==> src/rtl/cq_pkg.sv <==
// Shared types for the coarse quantizer: ternary digit codes and the
// number of grading thresholds used in nine-level mode.
package cq_pkg;

    typedef logic [1:0] trit_t;

    localparam trit_t TRIT_ZERO = 2'b00;
    localparam trit_t TRIT_POS  = 2'b01;
    localparam trit_t TRIT_NEG  = 2'b11;

    // Nine levels need four magnitude edges (grades 0..4).
    localparam int NINE_THR = 4;

    // Arithmetic negation of one coded ternary digit.
    function automatic trit_t trit_negate(input trit_t t);
        case (t)
            TRIT_POS: return TRIT_NEG;
            TRIT_NEG: return TRIT_POS;
            default:  return TRIT_ZERO;
        endcase
    endfunction

endpackage

==> src/rtl/cq_grader.sv <==
// Magnitude grader.
// Takes the absolute value of a signed sample and counts how many of NTHR
// thresholds it reaches or exceeds. Returns that count and the sign.
// Assumes the thresholds ascend, so the hit vector is a thermometer code.
// The most negative input maps to magnitude 2^(SW-1), which still fits in SW bits.
module cq_grader #(
    parameter int SW   = 8,
    parameter int NTHR = 4,
    localparam int GW  = $clog2(NTHR + 1)
) (
    input  logic signed [SW-1:0]           smp,
    input  logic [NTHR-1:0][SW-1:0]        thr,
    output logic                           neg,
    output logic [GW-1:0]                  grade
);

    logic [SW-1:0]   mag;
    logic [NTHR-1:0] hit;

    // Absolute value in unsigned form.
    always_comb begin
        neg = smp[SW-1];
        mag = neg ? (~smp + 1'b1) : smp;
    end

    // One comparator per threshold.
    for (genvar k = 0; k < NTHR; k++) begin : g_cmp
        assign hit[k] = (mag >= thr[k]);
    end

    // Grade is the population of the thermometer vector.
    always_comb begin
        grade = GW'($countones(hit));
    end

endmodule

==> src/rtl/cq_btern.sv <==
// Balanced-ternary splitter for nine-level mode.
// Maps a sign and a grade 0..4 to a high and a low digit with level = 3*H + L.
// Assumes the grade never exceeds 4; anything larger is forced to zero.
module cq_btern
    import cq_pkg::*;
#(
    parameter int GW = 3
) (
    input  logic          neg,
    input  logic [GW-1:0] grade,
    output trit_t         hi,
    output trit_t         lo
);

    trit_t hi_pos;
    trit_t lo_pos;

    // Digits of the non-negative magnitude.
    always_comb begin
        case (grade)
            GW'(1):  begin hi_pos = TRIT_ZERO; lo_pos = TRIT_POS;  end
            GW'(2):  begin hi_pos = TRIT_POS;  lo_pos = TRIT_NEG;  end
            GW'(3):  begin hi_pos = TRIT_POS;  lo_pos = TRIT_ZERO; end
            GW'(4):  begin hi_pos = TRIT_POS;  lo_pos = TRIT_POS;  end
            default: begin hi_pos = TRIT_ZERO; lo_pos = TRIT_ZERO; end
        endcase
    end

    // Mirror both digits for negative samples.
    always_comb begin
        hi = neg ? trit_negate(hi_pos) : hi_pos;
        lo = neg ? trit_negate(lo_pos) : lo_pos;
    end

endmodule

==> src/rtl/coarse_quant.sv <==
// Nine/three-level quantizer top.
// In nine-level mode each sample becomes a high/low balanced-ternary digit pair.
// In three-level mode samples are paired as odd/even onto the same two lanes.
// One register stage sits between the sample and the lanes.
// The mode select is sampled only when no odd sample is waiting.
// Assumes thr9 is strictly ascending; an assertion guards this.
module coarse_quant
    import cq_pkg::*;
#(
    parameter int SW = 8,
    localparam int GW9 = $clog2(NINE_THR + 1),
    localparam int GW3 = 1
) (
    input  logic                          clk,
    input  logic                          rst_n,
    input  logic                          in_valid,
    input  logic signed [SW-1:0]          in_sample,
    input  logic                          nine_lvl,
    input  logic [NINE_THR-1:0][SW-1:0]   thr9,
    input  logic [SW-1:0]                 thr3,
    output logic                          out_valid,
    output logic [1:0]                    lane_a,
    output logic [1:0]                    lane_b
);

    logic           neg9, neg3;
    logic [GW9-1:0] grade9;
    logic [GW3-1:0] grade3;
    trit_t          hi9, lo9, t3;
    trit_t          odd_q;
    logic           pend_q;
    logic           take_nine;

    cq_grader #(.SW(SW), .NTHR(NINE_THR)) u_grade9 (
        .smp(in_sample), .thr(thr9), .neg(neg9), .grade(grade9)
    );

    cq_grader #(.SW(SW), .NTHR(1)) u_grade3 (
        .smp(in_sample), .thr(thr3), .neg(neg3), .grade(grade3)
    );

    cq_btern #(.GW(GW9)) u_split (
        .neg(neg9), .grade(grade9), .hi(hi9), .lo(lo9)
    );

    // Single three-level digit from the one-threshold grade.
    always_comb begin
        if (grade3 != '0) t3 = neg3 ? TRIT_NEG : TRIT_POS;
        else              t3 = TRIT_ZERO;
    end

    // Nine-level handling only at a pair boundary.
    assign take_nine = nine_lvl && !pend_q;

    // Odd-sample holding register and pair phase.
    always_ff @(posedge clk) begin
        if (!rst_n) begin
            pend_q <= 1'b0;
            odd_q  <= TRIT_ZERO;
        end else if (in_valid && !take_nine) begin
            pend_q <= !pend_q;
            if (!pend_q) odd_q <= t3;
        end
    end

    // Output pipeline stage: lanes and valid pulse.
    always_ff @(posedge clk) begin
        if (!rst_n) begin
            out_valid <= 1'b0;
            lane_a    <= TRIT_ZERO;
            lane_b    <= TRIT_ZERO;
        end else begin
            out_valid <= 1'b0;
            if (in_valid && take_nine) begin
                out_valid <= 1'b1;
                lane_a    <= hi9;
                lane_b    <= lo9;
            end else if (in_valid && pend_q) begin
                out_valid <= 1'b1;
                lane_a    <= odd_q;
                lane_b    <= t3;
            end
        end
    end

    // Threshold ordering test used by the guard below.
    function automatic logic thr_rising(input logic [NINE_THR-1:0][SW-1:0] t);
        logic ok;
        ok = 1'b1;
        for (int i = 1; i < NINE_THR; i++) begin
            if (t[i] <= t[i-1]) ok = 1'b0;
        end
        return ok;
    endfunction


    thr_order_chk: assert property (@(posedge clk) disable iff (!rst_n)
        (in_valid && take_nine) |-> thr_rising(thr9));


    code_legal_chk: assert property (@(posedge clk) disable iff (!rst_n)
        out_valid |-> (lane_a != 2'b10 && lane_b != 2'b10));


    nine_lat_chk: assert property (@(posedge clk) disable iff (!rst_n)
        (in_valid && nine_lvl && !pend_q) |=> out_valid);


    odd_silent_chk: assert property (@(posedge clk) disable iff (!rst_n)
        (in_valid && !nine_lvl && !pend_q) |=> (!out_valid && pend_q));


    even_emit_chk: assert property (@(posedge clk) disable iff (!rst_n)
        (in_valid && pend_q) |=> (out_valid && !pend_q && lane_a == $past(odd_q)));


    idle_hold_chk: assert property (@(posedge clk) disable iff (!rst_n)
        !in_valid |=> (!out_valid && $stable(lane_a) && $stable(lane_b) && $stable(pend_q)));

endmodule

==> config.mk <==
export PLATFORM = sky130hd
export DESIGN_NAME = coarse_quant
export DESIGN_NICKNAME = d
export VERILOG_FILES = /design/src/rtl/cq_pkg.sv /design/src/rtl/cq_grader.sv /design/src/rtl/cq_btern.sv /design/src/rtl/coarse_quant.sv
export SDC_FILE = /design/constraint.sdc
export NUM_CORES = 1
export LEC_CHECK = 0
export CORE_MARGIN = 4
export CORE_UTILIZATION = 45
export CTS_CLUSTER_DIAMETER = 200
export DETAILED_ROUTE_END_ITERATION = 10
export GPL_ROUTABILITY_DRIVEN = 1
export HOLD_SLACK_MARGIN = 0.15
export PLACE_DENSITY = 0.84
export SYNTH_ARGS = -nofsm -noshare
export SYNTH_HDL_FRONTEND = slang
export SYNTH_SLANG_ARGS = --single-unit
==> constraint.sdc <==
create_clock -name clk -period 5.4 [get_ports clk]
set_clock_uncertainty 0.05 [all_clocks]
set_input_delay 0.81 -clock clk [delete_from_list [all_inputs] [get_ports clk]]
set_output_delay 0.81 -clock clk [all_outputs]
set_load 0.005 [all_outputs]
==> results of run 1 <==
[area by class of cell]
type / instances / area [um^2] / area share
inverters: 40 / 150.1 / 0.06877
well taps: 46 / 57.56 / 0.02636
repair buffers: 57 / 568.0 / 0.2602
multi-input cells: 147 / 1225 / 0.5610
flip-flops and latches: 8 / 160.2 / 0.07335
clock buffers: 3 / 22.52 / 0.01032
[worst max-delay path, cell delays in order]
cell and delay, ps:
clkdlybuf4s50_1 480, inv_1 120, ha_1 230, nand2b_1 90, o21ai_0 100, xnor2_1 460
ha_1 350, a21o_1 180, a221oi_1 290, o21ai_0 150, ha_1 310, ha_1 220
fa_1 470, or3b_1 420, a21oi_2 180, a21oi_1 60, a21oi_1 160
[final timing paths]
path,startpoint,endpoint,slack [ps],depth (start not counted)
worst max-delay path,in_sample[0],lane_a[0],470,17
worst min-delay path,odd_q[0],odd_q[0],500,2
worst max register to register,pend_q,lane_b[0],4050,4
worst min register to register,odd_q[0],odd_q[0],500,2
[routing by layer]
layer  global-route usage  vias up
met3              0.03710        4
met1               0.2184      668
met5                    0        -
li1                     -      810
met4              0.02792        0
met2               0.3082       49
[cells by family after synthesis]
group,count (synthesis),share of synthesized area
AND/OR/NAND/NOR,45,0.1763
adder cells (fa/ha/maj),45,0.3672
AO/OA/AOI/OAI,51,0.2110
flip-flops,8,0.1031
buffers and inverters,42,0.1087
XOR/XNOR,6,0.03382
[per-stage QoR]
step                      utilization  cells  hold slack, ps  setup WS, ps
after detailed placement       0.6475    298           480.3         176.7
after floorplan                     -    197           454.3          1158
final                          0.6543    301           498.6         472.2
after CTS                      0.6543    301           496.7         434.9
after global placement         0.6475    298           473.3         286.1
after global routing           0.6543    301           545.5         148.6
[power by group through the flow]
| stage | Clock (W) | Sequential [W] | Combinational [W] |
|---|---|---|---|
| floorplan | 0 | 0.0000665 | 0.000111 |
| global placement | 0 | 0.0000676 | 0.000175 |
| detailed placement | 0 | 0.0000676 | 0.000183 |
| CTS | 0.0000457 | 0.0000664 | 0.000184 |
| global route | 0.0000516 | 0.0000670 | 0.000210 |
| finish | 0.0000458 | 0.0000665 | 0.000183 |
[registers in the layout, indices dropped and copies added (netlist names)]
register   cells
out_valid      1
lane_b         2
pend_q         1
lane_a         2
odd_q          2
[placed cells by master, fill, tap and decap left out, types with 3 or more instances in the layout]
cell type	synthesis	layout
a221oi_1	4	4
nand2b_1	3	3
clkbuf_4	0	3
clkdlybuf4s50_1	0	56
and3_1	5	5
nor2_1	3	3
dfxtp_1	8	8
nor2b_1	6	6
a21o_1	4	4
nand2_1	13	13
o21ai_0	13	13
inv_1	40	40
a21oi_1	16	16
ha_1	44	44
xnor2_1	6	6
==> qor.txt, run 1 <==
Status - complete, no violations
Post-synth ARST share - 0
Worst Hold Class - flip-flop to flip-flop
Max layer used - met4
Starting Density - 0.4657
Met3 WL - 220 um
Comb pwr share - 0.620
Root Buffer - clkbuf_4
Setup TNS - 0 ps
Post-CTS Setup Inserts - 0
Period Utilization, post-route - 0.9126
Layout cells sized above 1 - 0.04706
Wl on met1 - 1.551 mm
Cell Rows - 21
Post-Place Cell Area - 2161 um^2
Fin. Hold Viols - 0
Vias after detailed routing - 1531
Syn Nets - 294
Initial DRT Pass Iterations - 4
Pwr dens - 135.2 nW/um^2
Crit path DAT - 5060 ps
CP endpoint kind - flip-flop
Hold_buf cts - 0
GRT Residual Overflow - 0
Crit-path max FO - 6
Top post-synthesis cells by count - ha_1, inv_1, a21oi_1
Die W - 66.77 um
All-Layer GR Usage - 0.1744
Largest net degree at the start of global routing - 10
Via density - 5.086
Post-Syn Instances - 197
IO buf count - 56
Total Wirelength - 3.579 mm
First-pass GRT wire length - 6.216 mm
Top cells by area, synth - ha_1, dfxtp_1, inv_1
CORE AREA - 3337 um^2
CTS resizes - 0
Final Critical Period - 4928 ps
CTS clk-pin slew, worst paths - 50 ps
Reg power frac - 0.225
Yosys top cell by area - ha_1
Number of synthesized flops with an enable pin - 0
Maximum buffer depth of the clock tree - 2
Slew headroom - 0.5741
Internal Pwr Total - 0.0001857 W
Diode count - 0
Count leader, synth - ha_1
Top_reg_cell synth - dfxtp_1
Routed WL per cell - 11.89 um
Warnings from Yosys - 0
Sw Share - 0.3710
Final instance area - 2183 um^2
DIE HEIGHT - 66.77 um
CTS tree - done
WP data required - 5530 ps
First DRT Iteration DRCs - 90
Crit Path Class - primary input to flip-flop
Antenna violations before repair - 0
Drc violations - 0
Setup-failing EPs final - 0
Final Max Tran Viols - 0
Unrepaired setup endpoints after global routing - false
Routed length on met2 - 1.787 mm
Hpwl dp - 3.273 mm
Synthesized area - 1554 um^2
Worst vdd ir - 0.05449 mV
Tot Pwr - 0.0002952 W
Sink Count - 8
H-tree Lvls - 1
Final ANT Viol Nets - 0
Syn Area/Cell - 7.888 um^2
Max-cap check violation count - 0
#FFs+latches synth - 8
Worst-Skew Late Latency - 260 ps
Vias in the first global route - 1563
Syn-to-layout area delta - 40.50%
Max frequency - 202.9 MHz
Filler Cells Inserted - 301
Clk pwr share - 0.155
Psw - 0.0001095 W
GPL Wtd Cong - 0.8135
Die ar. - 4458 um^2
Nets - 354
Synth top area share - 0.3543
Worst setup SP type - primary input
Slew @ Worst Pin - 632.2 ps
Io pins - 57
Synth unique cells - 38
Leakage - 1.103 nW
Num CTS Buffers - 3
Post-synthesis sequential area ratio - 0.1031
No activity file was read; power rests on OpenSTA's default activity.
==> run 2, diff against run 1 <==
ABC_CLOCK_PERIOD_IN_PS = 5400   (was unset)
==> results of run 2 <==
No change in the layout: final DEF, timing and power equal those of run 1.
